$ cat src/rtl/lpc_burst_pkg.sv
package lpc_burst_pkg;
   localparam logic [7:0] OFS_KICK  = 8'h00;
   localparam logic [7:0] OFS_STAT  = 8'h04;
   localparam logic [7:0] OFS_EVT   = 8'h08;
   localparam logic [7:0] OFS_COUNT = 8'h10;
   localparam logic [7:0] OFS_CTRL  = 8'h14;
   localparam logic [7:0] OFS_PORT  = 8'h20;
   localparam logic [7:0] OFS_TXQ   = 8'h24;
   localparam logic [7:0] OFS_RXQ   = 8'h28;

   localparam logic [3:0] NIB_FRAME  = 4'h0;
   localparam logic [3:0] NIB_FLOAT  = 4'hF;
   localparam logic [3:0] SYNC_READY = 4'h0;
   localparam logic [3:0] SYNC_WSHRT = 4'h5;
   localparam logic [3:0] SYNC_WLONG = 4'h6;

   typedef enum logic [3:0] {
      E_IDLE, E_START, E_CTDIR, E_ADDR, E_WDAT, E_TAR1, E_TAR2,
      E_SYNC, E_RDAT, E_END1, E_END2
   } eng_state_t;
endpackage

$ cat src/rtl/lpc_byte_queue.sv
module lpc_byte_queue #(
   parameter int W     = 8,
   parameter int DEPTH = 16
) (
   input  logic         clk,
   input  logic         rst_n,
   input  logic         flush,
   input  logic         push,
   input  logic [W-1:0] din,
   input  logic         pop,
   output logic [W-1:0] dout,
   output logic         empty,
   output logic         full
);
   localparam int AW = $clog2(DEPTH);
   localparam logic [AW-1:0] PTR_ONE = 1;
   localparam logic [AW:0]   CNT_ONE = 1;
   localparam logic [AW:0]   CNT_MAX = DEPTH;

   generate
      if (DEPTH < 2 || (1 << AW) != DEPTH) begin : g_bad_depth
         $error("queue depth must be a power of two of at least 2");
      end
   endgenerate

   logic [W-1:0]  mem [DEPTH];
   logic [AW-1:0] wp, rp;
   logic [AW:0]   cnt;
   logic          do_push, do_pop;

   assign empty   = (cnt == '0);
   assign full    = (cnt == CNT_MAX);
   assign do_push = push && !full;
   assign do_pop  = pop && !empty;
   assign dout    = mem[rp];

   always_ff @(posedge clk) begin
      if (do_push && !flush) mem[wp] <= din;
   end

   always_ff @(posedge clk or negedge rst_n) begin
      if (!rst_n) begin
         wp  <= '0;
         rp  <= '0;
         cnt <= '0;
      end else if (flush) begin
         wp  <= '0;
         rp  <= '0;
         cnt <= '0;
      end else begin
         if (do_push) wp <= wp + PTR_ONE;
         if (do_pop)  rp <= rp + PTR_ONE;
         case ({do_push, do_pop})
            2'b10:   cnt <= cnt + CNT_ONE;
            2'b01:   cnt <= cnt - CNT_ONE;
            default: cnt <= cnt;
         endcase
      end
   end

   AST_NO_UNDERFLOW: assert property (@(posedge clk) disable iff (!rst_n) pop && !flush |-> !empty);
endmodule

$ cat src/rtl/lpc_cycle_engine.sv
module lpc_cycle_engine
   import lpc_burst_pkg::*;
#(
   parameter int PORT_W     = 16,
   parameter int LEN_W      = 5,
   parameter int WAIT_LIMIT = 256
) (
   input  logic              clk,
   input  logic              rst_n,
   input  logic              start,
   input  logic              is_write,
   input  logic              same_port,
   input  logic [PORT_W-1:0] base_port,
   input  logic [LEN_W-1:0]  len,
   input  logic [7:0]        tx_byte,
   output logic              tx_pop,
   output logic              rx_push,
   output logic [7:0]        rx_byte,
   output logic              done,
   output logic              ok,
   output logic              busy,
   input  logic [3:0]        lad_i,
   output logic [3:0]        lad_o,
   output logic              lad_oe,
   output logic              frame_n
);
   localparam int NIBS  = PORT_W / 4;
   localparam int NIB_W = (NIBS > 2) ? $clog2(NIBS) : 1;
   localparam int WCW   = $clog2(WAIT_LIMIT);
   localparam logic [NIB_W-1:0]  NIB_ONE   = 1;
   localparam logic [NIB_W-1:0]  NIB_LAST  = NIB_W'(NIBS - 1);
   localparam logic [WCW-1:0]    WAIT_ONE  = 1;
   localparam logic [WCW-1:0]    WAIT_LAST = WCW'(WAIT_LIMIT - 1);
   localparam logic [LEN_W-1:0]  REM_ONE   = 1;
   localparam logic [PORT_W-1:0] PORT_ONE  = 1;

   generate
      if (PORT_W % 4 != 0 || PORT_W < 8) begin : g_bad_port
         $error("port width must be a multiple of 4 and at least 8");
      end
      if (WAIT_LIMIT < 2) begin : g_bad_wait
         $error("wait limit must be at least 2");
      end
   endgenerate

   eng_state_t        state;
   logic [NIB_W-1:0]  nib;
   logic [PORT_W-1:0] cur_port, port_sh;
   logic [LEN_W-1:0]  rem;
   logic [WCW-1:0]    wait_cnt;
   logic [3:0]        lo_q;
   logic              wr_q, same_q;
   logic              sync_ready, sync_wait;

   assign sync_ready = (lad_i == SYNC_READY);
   assign sync_wait  = (lad_i == SYNC_WSHRT) || (lad_i == SYNC_WLONG);
   assign port_sh    = cur_port >> (4 * (NIBS - 1 - int'(nib)));

   always_ff @(posedge clk or negedge rst_n) begin
      if (!rst_n) begin
         state    <= E_IDLE;
         nib      <= '0;
         cur_port <= '0;
         rem      <= '0;
         wait_cnt <= '0;
         lo_q     <= '0;
         wr_q     <= 1'b0;
         same_q   <= 1'b0;
      end else begin
         case (state)
            E_IDLE: if (start) begin
               state    <= E_START;
               cur_port <= base_port;
               rem      <= len;
               wr_q     <= is_write;
               same_q   <= same_port;
            end
            E_START: state <= E_CTDIR;
            E_CTDIR: begin
               state <= E_ADDR;
               nib   <= '0;
            end
            E_ADDR: if (nib == NIB_LAST) begin
               nib   <= '0;
               state <= wr_q ? E_WDAT : E_TAR1;
            end else nib <= nib + NIB_ONE;
            E_WDAT: if (nib == NIB_ONE) begin
               nib   <= '0;
               state <= E_TAR1;
            end else nib <= nib + NIB_ONE;
            E_TAR1: state <= E_TAR2;
            E_TAR2: begin
               state    <= E_SYNC;
               wait_cnt <= '0;
            end
            E_SYNC: if (sync_ready) begin
               state <= wr_q ? E_END1 : E_RDAT;
               nib   <= '0;
            end else if (sync_wait && wait_cnt != WAIT_LAST) begin
               wait_cnt <= wait_cnt + WAIT_ONE;
            end else begin
               state <= E_IDLE;
            end
            E_RDAT: if (nib == NIB_ONE) begin
               nib   <= '0;
               state <= E_END1;
            end else begin
               lo_q <= lad_i;
               nib  <= nib + NIB_ONE;
            end
            E_END1: state <= E_END2;
            E_END2: if (rem == REM_ONE) begin
               state <= E_IDLE;
            end else begin
               state <= E_START;
               rem   <= rem - REM_ONE;
               if (!same_q) cur_port <= cur_port + PORT_ONE;
            end
            default: state <= E_IDLE;
         endcase
      end
   end

   always_comb begin
      lad_o = NIB_FLOAT;
      case (state)
         E_START: lad_o = NIB_FRAME;
         E_CTDIR: lad_o = {2'b00, wr_q, 1'b0};
         E_ADDR:  lad_o = port_sh[3:0];
         E_WDAT:  lad_o = (nib == '0) ? tx_byte[3:0] : tx_byte[7:4];
         default: lad_o = NIB_FLOAT;
      endcase
   end

   assign lad_oe  = (state == E_START) || (state == E_CTDIR) || (state == E_ADDR) ||
                    (state == E_WDAT)  || (state == E_TAR1);
   assign frame_n = (state != E_START);
   assign busy    = (state != E_IDLE);
   assign tx_pop  = (state == E_WDAT) && (nib == NIB_ONE);
   assign rx_push = (state == E_RDAT) && (nib == NIB_ONE);
   assign rx_byte = {lad_i, lo_q};
   assign ok      = (state == E_END2);
   assign done    = ((state == E_END2) && (rem == REM_ONE)) ||
                    ((state == E_SYNC) && !sync_ready && (!sync_wait || wait_cnt == WAIT_LAST));

   AST_FRAME_SINGLE: assert property (@(posedge clk) disable iff (!rst_n) !frame_n |=> frame_n);
   AST_BAD_SYNC_STOPS: assert property (@(posedge clk) disable iff (!rst_n)
      (state == E_SYNC) && !sync_ready && !sync_wait |=> !busy && frame_n);
   AST_DONE_TO_IDLE: assert property (@(posedge clk) disable iff (!rst_n) done |=> !busy);
endmodule

$ cat src/rtl/lpc_io_burst_master.sv
module lpc_io_burst_master
   import lpc_burst_pkg::*;
#(
   parameter int MAX_BURST  = 16,
   parameter int PORT_W     = 16,
   parameter int WAIT_LIMIT = 256,
   parameter int REG_W      = 32,
   parameter bit IRQ_FLOP   = 1'b1
) (
   input  logic             clk,
   input  logic             rst_n,
   input  logic             reg_wr,
   input  logic             reg_rd,
   input  logic [7:0]       reg_addr,
   input  logic [REG_W-1:0] reg_wdata,
   output logic [REG_W-1:0] reg_rdata,
   output logic             irq,
   output logic [3:0]       lpc_lad_o,
   output logic             lpc_lad_oe,
   input  logic [3:0]       lpc_lad_i,
   output logic             lpc_frame_n
);
   localparam int LEN_W = $clog2(MAX_BURST + 1);
   localparam logic [REG_W-1:0] LEN_MAX = REG_W'(MAX_BURST);
   localparam logic [LEN_W-1:0] LEN_RST = 1;

   generate
      if (REG_W < PORT_W || REG_W < 8) begin : g_bad_regw
         $error("register width too small for the port field");
      end
   endgenerate

   logic [LEN_W-1:0]  cnt_q;
   logic [PORT_W-1:0] port_q;
   logic [1:0]        ctrl_type;
   logic              ctrl_wr, ctrl_same, ok_q, evt_en, evt_flag;
   logic              idle, eng_busy, eng_done, eng_ok;
   logic              kick, eng_start, type_fail, fin;
   logic              tx_pop, tx_empty, tx_full, rx_push, rx_pop, rx_empty, rx_full;
   logic [7:0]        tx_head, rx_head, rx_byte;

   assign idle      = !eng_busy;
   assign kick      = reg_wr && (reg_addr == OFS_KICK) && reg_wdata[0] && idle;
   assign eng_start = kick && (ctrl_type == 2'b00);
   assign type_fail = kick && (ctrl_type != 2'b00);
   assign fin       = eng_done || type_fail;
   assign rx_pop    = reg_rd && (reg_addr == OFS_RXQ) && !rx_empty;

   always_ff @(posedge clk or negedge rst_n) begin
      if (!rst_n) begin
         cnt_q     <= LEN_RST;
         port_q    <= '0;
         ctrl_type <= 2'b00;
         ctrl_wr   <= 1'b0;
         ctrl_same <= 1'b0;
      end else if (reg_wr && idle) begin
         if (reg_addr == OFS_COUNT && reg_wdata != '0 && reg_wdata <= LEN_MAX)
            cnt_q <= reg_wdata[LEN_W-1:0];
         if (reg_addr == OFS_PORT)
            port_q <= reg_wdata[PORT_W-1:0];
         if (reg_addr == OFS_CTRL) begin
            ctrl_wr   <= reg_wdata[0];
            ctrl_type <= reg_wdata[2:1];
            ctrl_same <= reg_wdata[3];
         end
      end
   end

   always_ff @(posedge clk or negedge rst_n) begin
      if (!rst_n) begin
         ok_q     <= 1'b0;
         evt_en   <= 1'b0;
         evt_flag <= 1'b0;
      end else begin
         if (eng_start)  ok_q <= 1'b0;
         else if (fin)   ok_q <= eng_done && eng_ok;
         if (reg_wr && reg_addr == OFS_EVT) evt_en <= reg_wdata[0];
         if (fin)        evt_flag <= 1'b1;
         else if (reg_wr && reg_addr == OFS_EVT && reg_wdata[1]) evt_flag <= 1'b0;
      end
   end

   generate
      if (IRQ_FLOP) begin : g_irq_ff
         logic irq_q;
         always_ff @(posedge clk or negedge rst_n) begin
            if (!rst_n) irq_q <= 1'b0;
            else        irq_q <= evt_en && evt_flag;
         end
         assign irq = irq_q;
      end else begin : g_irq_comb
         assign irq = evt_en && evt_flag;
      end
   endgenerate

   always_comb begin
      reg_rdata = '0;
      case (reg_addr)
         OFS_STAT:  reg_rdata[1:0]        = {ok_q, idle};
         OFS_EVT:   reg_rdata[1:0]        = {evt_flag, evt_en};
         OFS_COUNT: reg_rdata[LEN_W-1:0]  = cnt_q;
         OFS_CTRL:  reg_rdata[3:0]        = {ctrl_same, ctrl_type, ctrl_wr};
         OFS_PORT:  reg_rdata[PORT_W-1:0] = port_q;
         OFS_RXQ:   reg_rdata[7:0]        = rx_empty ? 8'h00 : rx_head;
         default:   reg_rdata             = '0;
      endcase
   end

   lpc_byte_queue #(.W(8), .DEPTH(MAX_BURST)) u_txq (
      .clk(clk), .rst_n(rst_n), .flush(fin),
      .push(reg_wr && reg_addr == OFS_TXQ && idle), .din(reg_wdata[7:0]),
      .pop(tx_pop), .dout(tx_head), .empty(tx_empty), .full(tx_full)
   );

   lpc_byte_queue #(.W(8), .DEPTH(MAX_BURST)) u_rxq (
      .clk(clk), .rst_n(rst_n), .flush(eng_start),
      .push(rx_push), .din(rx_byte),
      .pop(rx_pop), .dout(rx_head), .empty(rx_empty), .full(rx_full)
   );

   lpc_cycle_engine #(.PORT_W(PORT_W), .LEN_W(LEN_W), .WAIT_LIMIT(WAIT_LIMIT)) u_eng (
      .clk(clk), .rst_n(rst_n), .start(eng_start), .is_write(ctrl_wr),
      .same_port(ctrl_same), .base_port(port_q), .len(cnt_q),
      .tx_byte(tx_head), .tx_pop(tx_pop), .rx_push(rx_push), .rx_byte(rx_byte),
      .done(eng_done), .ok(eng_ok), .busy(eng_busy),
      .lad_i(lpc_lad_i), .lad_o(lpc_lad_o), .lad_oe(lpc_lad_oe), .frame_n(lpc_frame_n)
   );

   AST_KICK_BUSY: assert property (@(posedge clk) disable iff (!rst_n) eng_start |=> !idle && !ok_q);
   AST_FIN_FLAG: assert property (@(posedge clk) disable iff (!rst_n) fin |=> evt_flag);
   AST_TYPE_NO_FRAME: assert property (@(posedge clk) disable iff (!rst_n) type_fail |=> lpc_frame_n && idle);
   AST_TX_NOT_EMPTY: assert property (@(posedge clk) disable iff (!rst_n) tx_pop |-> !tx_empty);
   AST_RX_NO_OVERFLOW: assert property (@(posedge clk) disable iff (!rst_n) rx_push |-> !rx_full);
endmodule

$ cat config.mk
export PLATFORM = sky130hd
export DESIGN_NAME = lpc_io_burst_master
export DESIGN_NICKNAME = d
export VERILOG_FILES = /design/src/rtl/lpc_burst_pkg.sv /design/src/rtl/lpc_byte_queue.sv /design/src/rtl/lpc_cycle_engine.sv /design/src/rtl/lpc_io_burst_master.sv
export SDC_FILE = /design/constraint.sdc
export NUM_CORES = 1
export LEC_CHECK = 0
export BUFFER_PORTS_ARGS = -buffer_cell sky130_fd_sc_hd__buf_2
export CAP_MARGIN = 30
export CORE_MARGIN = 2
export CORE_UTILIZATION = 66
export DETAILED_ROUTE_END_ITERATION = 7
export GPL_ROUTABILITY_DRIVEN = 1
export HOLD_SLACK_MARGIN = 0.02
export PLACE_DENSITY = 0.83
export SYNTH_ARGS = -nofsm -noshare
export SYNTH_HDL_FRONTEND = slang
export SYNTH_SLANG_ARGS = --single-unit
$ cat constraint.sdc
create_clock -name clk -period 4.3 [get_ports clk]
set_clock_uncertainty 0.05 [all_clocks]
set_input_delay 0.43 -clock clk [delete_from_list [all_inputs] [get_ports clk]]
set_output_delay 0.43 -clock clk [all_outputs]
set_load 0.05 [all_outputs]
[After elaboration in Yosys (flattened, before gate mapping)]
Memories as Yosys holds them, arrays and structs flattened.
Index checks and enable logic that the tools add are counted.
Operators by class
  muxes and demuxes: 52
  reduce and logical (&&, ||, !) cells: 77
  bitwise operators: 1
  eq/ne operators: 41
  shifts and indexed selects: 1
  add/sub/neg operators: 13
  $lt $le $gt $ge: 1
Operators by type and width (number)
  4-bit two-way mux: 15
  16-bit two-way mux: 3
  4-bit one-hot mux with 11 select lines: 1
  32-bit by 5-bit less-or-equal comparator with 1-bit output (second input constant): 1
  8-bit two-way mux: 4
  16-bit one-hot mux with 2 select lines: 1
  32-bit nonzero test: 1
  16-bit by 32-bit right shift with 4-bit output: 1
  5-bit one-hot mux with 2 select lines: 3
  1-bit logical AND: 28
  4-bit by 3-bit == test with 1-bit output (second input constant): 6
  8-bit by 6-bit == test with 1-bit output (second input constant): 3
  5-bit two-way mux: 4
  2-bit nonzero test: 9
  16-bit by 1-bit adder with 16-bit output (second input constant): 1
  4-bit by 1-bit adder with 4-bit output (second input constant): 4
  8-bit by 5-bit == test with 1-bit output (second input constant): 2
  2-bit one-hot mux with 4 select lines: 2
  4-bit one-hot mux with 4 select lines: 1
  8-bit one-hot mux with 2 select lines: 1
  5-bit by 1-bit subtractor with 5-bit output (second input constant): 3
  4-bit == test (second input constant): 3
  2-bit one-hot mux with 6 select lines: 1
  2-bit AND reduction: 6
  other kinds (35): 82
Storage, ports and cells
  output and inout port bits: 39
  bits of input ports: 48
  memories: 2
  bits in writable memories: 256
  logic and storage cells: 211
  register bits after elaboration: 96
Memories
  u_rxq.mem: depth 16, bits a word 8, rd ports 1, clocked after Yosys merged registers in 0, write ports 1, line lpc_byte_queue.sv:26  | logic [W-1:0] mem [DEPTH];
  u_txq.mem: depth 16, bits a word 8, rd ports 1, clocked after Yosys merged registers in 0, write ports 1, line lpc_byte_queue.sv:26

[Depth between registers and ports, before layout]
  depth after elaboration: 11
  depth in mapped cells: 13
  depth with buffers taken out: 12

[Cells and area by module]
Synthesis repeated with hierarchy kept, for this count alone.
Second synthesis, totals
  cells, all modules: 1076
  area total of the unflattened synthesis: 16434.5 µm²
Modules (own cells, without submodules)
  lpc_byte_queue (u_rxq): instances 1, cells each 299, seq. area each 4169.0 µm², area each 5957.0 µm²
  lpc_byte_queue (u_txq): instances 1, cells each 303, seq. area each 4169.0 µm², area each 5945.7 µm²
  lpc_cycle_engine: instances 1, cells each 319, seq. area each 1026.0 µm², area each 2800.2 µm²
  lpc_io_burst_master: instances 1, cells each 155, seq. area each 726.9 µm², area each 1731.7 µm²

[Worst setup path after synthesis]
No wires, ideal clock.
  kind: reg-to-output
  start point: reg u_eng.nib[0]
  end point: out lpc_lad_o[1]
  slack: 0.934 ns
  path buffers: 3
  required time: 3.820 ns
  cell stages (with the launch flop): 9
  data arrival time: 2.886 ns
  path through: dfrtp_1 > clkbuf_1 > inv_1 > ha_1 > clkbuf_1 > clkbuf_1 > nand3b_1 > o21ai_0 > o31ai_1
Between the ends
  cells in the longest elaborated chain, start to end: 3
  elaborated cells on any way between the ends: 5
  classes of those cells: 1 x add/sub; 1 x shift; 2 x mux; 1 x reduce/logical
Ends and longest elaborated chain
  from (decl): line lpc_cycle_engine.sv:47  | logic [NIB_W-1:0] nib;
  from (signal assigned): line lpc_cycle_engine.sv:86  | end else nib <= nib + NIB_ONE;
  from (signal assigned): line lpc_cycle_engine.sv:90  | end else nib <= nib + NIB_ONE;
  from (signal assigned): line lpc_cycle_engine.sv:109  | nib <= nib + NIB_ONE;
  2-bit by 2-bit subtractor with 3-bit output / 2-bit zero test (equally long branches): line lpc_cycle_engine.sv:57, lpc_cycle_engine.sv:130
  16-bit by 32-bit right shift with 4-bit output / 4-bit two-way mux (equally long branches): line lpc_cycle_engine.sv:57, lpc_cycle_engine.sv:130
  4-bit one-hot mux with 4 select lines (*): line lpc_cycle_engine.sv:126  | case (state)
  to (decl): line lpc_io_burst_master.sv:18  | output logic [3:0] lpc_lad_o,
Every way passes the cells marked *; elsewhere a longest branch is shown, timed or not.

[Final worst setup path]
  start point: reg u_eng.nib[0]
  end point: out lpc_lad_o[3]
Same word-level chain as after synthesis.

==> run_results.csv <==
group,metric,value,unit
synthesis,synth_seq_cells,352,
cells_and_area,drive_gt1_share,22.08,%
route,drtIter0Drc,1301,
timing,relSlewSlack,33.25,%
floorplan,start_util,66.92,%
cells_and_area,postLayoutCoreUtil,73.89,%
cts,cts_tree,"built",
timing,finalHoldViolations,0,
worst_setup_path,r2r_start,"u_eng.state[3]$_DFFE_PN0P_",
floorplan,pin_count,87,
worst_setup_path,cp.arrival,3.32,ns
timing,slew_viol_final,0,
cts,cts_resized,0,
cts,cts_buffer_depth,3,
synthesis,synth_top_family_by_area,"multiplexers",
global_route,overflow,0,
synthesis,synthMuxAreaShare,13.56,%
pwr,total_leakage_power,6.573,nW
pwr,power_density,453.2,nW/um^2
synthesis,yosysWarnings,0,
floorplan,die_h,160.6,um
cells_and_area,n_fill_cell,1437,
floorplan,die-area,25780,sq um
timing,fin_crit_sh,88.26,%
timing,fin_crit,3.795,ns
timing,rsz0062_at_grt,"no",
route,wire_per_inst,24.57,um
global_route,grt_use_total,29.36,%
floorplan,die_width,160.6,um
placement,dp_hpwl,23.78,mm
cells_and_area,fin_cells,1506,
global_route,grt_pass1_vias,10001,
synthesis,synthAdderAreaFrac,1.902,%
worst_setup_path,r2r_end,"u_rxq.cnt[4]$_DFFE_PN0P_",
cts,clk_pin_slew_worst_paths,0.06,ns
global_route,grt_max_degree,45,
placement,place_ws,1.015,ns
cts,post-cts-setup-buffer-count,0,
flow_run,maxCapViolCount,0,
synthesis,postSynth.asyncResetShare,27.27,%
cts,cts_made_buffers,36,
cells_and_area,fin_nets,1226,
worst_setup_path,critPathCaptureType,"output pin",
placement,io_buffers,70,
synthesis,synth_flop_cell,"edfxtp_1",
status,status,"finished clean",
worst_setup_path,critPathLaunchType,"flip-flop",
worst_setup_path,r2r_setup_slack,0.92,ns
route,antenna_left,0,
pwr,vdd_drop_max,0.0004883,V
timing,fin_ws,0.5046,ns
synthesis,synth_area,16180,sq um
cells_and_area,area_growth,10.41,%
worst_setup_path,rr_worst_depth,10,
timing,setup-violations-final,0,
cts,cts_max_level,2,
route,avgViaCountPerCell,6.640,
synthesis,synth_edf_count,256,
synthesis,synth_simple_gate_area_share,10.08,%
synthesis,syn_area_per_cell,14.90,sq um
cts,holdBufCountCts,1,
synthesis,synth_compound_area_share,7.246,%
cells_and_area,final_cell_mix,"edfxtp_1 (256), dfrtp_1 (93), buf_2 (70)",
cts,insertion_delay,0.54,ns
global_route,antenna_found_initial,0,
route,totalWireLength,37.01,mm
placement,dp_cells,1438,
worst_hold_path,hold_path_class,"primary input to flip-flop",
worst_hold_path,whs_path_depth,2,
floorplan,core_area,24180,sq um
route,drc_errors,0,
worst_hold_path,worstHoldEndpoint,"port_q[9]$_DFFE_PN0P_",
route,vias,10000,
worst_setup_path,path_class,"flip-flop to output pin",
floorplan,rows,57,
cts,cts_sinks,352,
placement,gp_congestion,0.8577,
synthesis,ys_seq_area_share,62.37,%
cells_and_area,diodes,0,
synthesis,synth_xor_area_share,1.145,%
global_route,grt_first_pass_wirelength,57.04,mm
synthesis,synthCells,1086,
timing,timing.fmax,263.5,MHz
synthesis,yosys.cell_types.count,90,
worst_setup_path,crit_required,3.82,ns
worst_setup_path,cp_max_fo,20,
timing,worst_slew_pin_slew,1.001,ns
cts,root_buffer,"clkbuf_16",
route,dr.pass1.iters,6,
cells_and_area,final_common_cell,"edfxtp_1",
timing,finalSetupTns,0,ns
worst_hold_path,min_from,"reg_wdata[9]",
worst max path at each step:
stage | from | endpoint | depth (start not counted)
after floorplan | u_eng.nib[0]$_DFFE_PN0P_ | lpc_lad_o[1] | 8
after global placement | u_eng.state[1]$_DFFE_PN0P_ | u_rxq.cnt[4]$_DFFE_PN0P_ | 10
after detailed placement | u_eng.state[1]$_DFFE_PN0P_ | u_rxq.cnt[4]$_DFFE_PN0P_ | 10
after CTS | u_eng.nib[0]$_DFFE_PN0P_ | lpc_lad_o[3] | 8
after global routing | u_eng.nib[0]$_DFFE_PN0P_ | lpc_lad_o[0] | 8
final | u_eng.nib[0]$_DFFE_PN0P_ | lpc_lad_o[3] | 8
metrics by stage:
| step | area [sq um] | power [W] | hold WS [ns] |
|---|---|---|---|
| after CTS | 17860 | 0.008098 | 0.1135 |
| final | 17860 | 0.008096 | 0.1255 |
| after floorplan | 16240 | 0.004846 | 0.08441 |
| after global placement | 16680 | 0.005105 | 0.4305 |
| after detailed placement | 16720 | 0.005149 | 0.3731 |
| after global routing | 17860 | 0.008357 | 0.1205 |
kinds of logic after synthesis:
family                   after synthesis
AO/OA/AOI/OAI                        167
adder cells (fa/ha/maj)               24
AND/OR/NAND/NOR                      295
XOR/XNOR                              19
flip-flops                           352
buffers and inverters                108
other                                  1
multiplexers                         120
where the power goes:
group / leakage, nW / internal, W / total [W] / switching (W)
Clock: 0.543 / 0.00171 / 0.00299 / 0.00128
Sequential: 3.57 / 0.00376 / 0.00393 / 0.000175
Combinational: 2.46 / 0.000402 / 0.00118 / 0.000776
per-layer routing:
| metal | part of all wire [%] | GRT usage [%] |
|---|---|---|
| met5 | 0 | 0 |
| met3 | 7.6 | 5.294 |
| met1 | 38 | 38.89 |
| met2 | 51 | 50.16 |
| met4 | 2.9 | 9.500 |
area by class of cell:
cell class / count / area (sq um) / share of cell area, %
multi-input cells: 641 / 5559 / 31.12
inverters: 30 / 115.1 / 0.6444
repair buffers: 93 / 561.8 / 3.145
well taps: 324 / 405.4 / 2.269
flip-flops and latches: 352 / 10090 / 56.50
clock inverters: 18 / 172.7 / 0.9666
clock buffers: 48 / 955.9 / 5.351
worst max-delay path: stages, from the launching register on:
cell and delay (ns):
dfrtp_1 0.51, inv_1 0.17, ha_1 0.80, mux4_2 0.35, o22ai_1 0.08, o32ai_1 0.34
o221ai_1 0.15, nand3_1 0.12, buf_2 0.27
cell usage after synthesis, drive strengths merged, types with 7 or more instances:
cell type,count,area [sq um]
ha,23,287.8
nand3,32,160.2
nor2,66,250.2
xnor2,10,106.4
dfrtp,95,2377
o22a,7,61.31
and2,21,131.4
nor3,20,100.1
nand4,9,56.30
inv,30,115.1
nor4,19,133.9
a21oi,37,185.2
buf,56,392.9
o22ai,7,43.79
nor2b,8,50.05
and3,22,137.6
nand2b,9,56.30
o21ai,40,200.2
xor2,9,78.83
edfxtp,256,7687
a211oi,12,90.09
clkbuf,21,78.83
and4,9,78.83
mux2i,11,110.1
mux4,73,1674
nand2,53,206.5
mux2,36,409.1
sequential cells by signal (all words and copies together), names as in the netlist, 5 cells and up:
signal and cells:
cnt_q 5, u_eng.rem 5, u_txq.cnt 5, u_eng.wait_cnt 8
port_q 16, u_rxq.cnt 5, u_txq.mem 128, u_rxq.mem 128
u_eng.cur_port 16
Power figures use the tool's default switching activity.
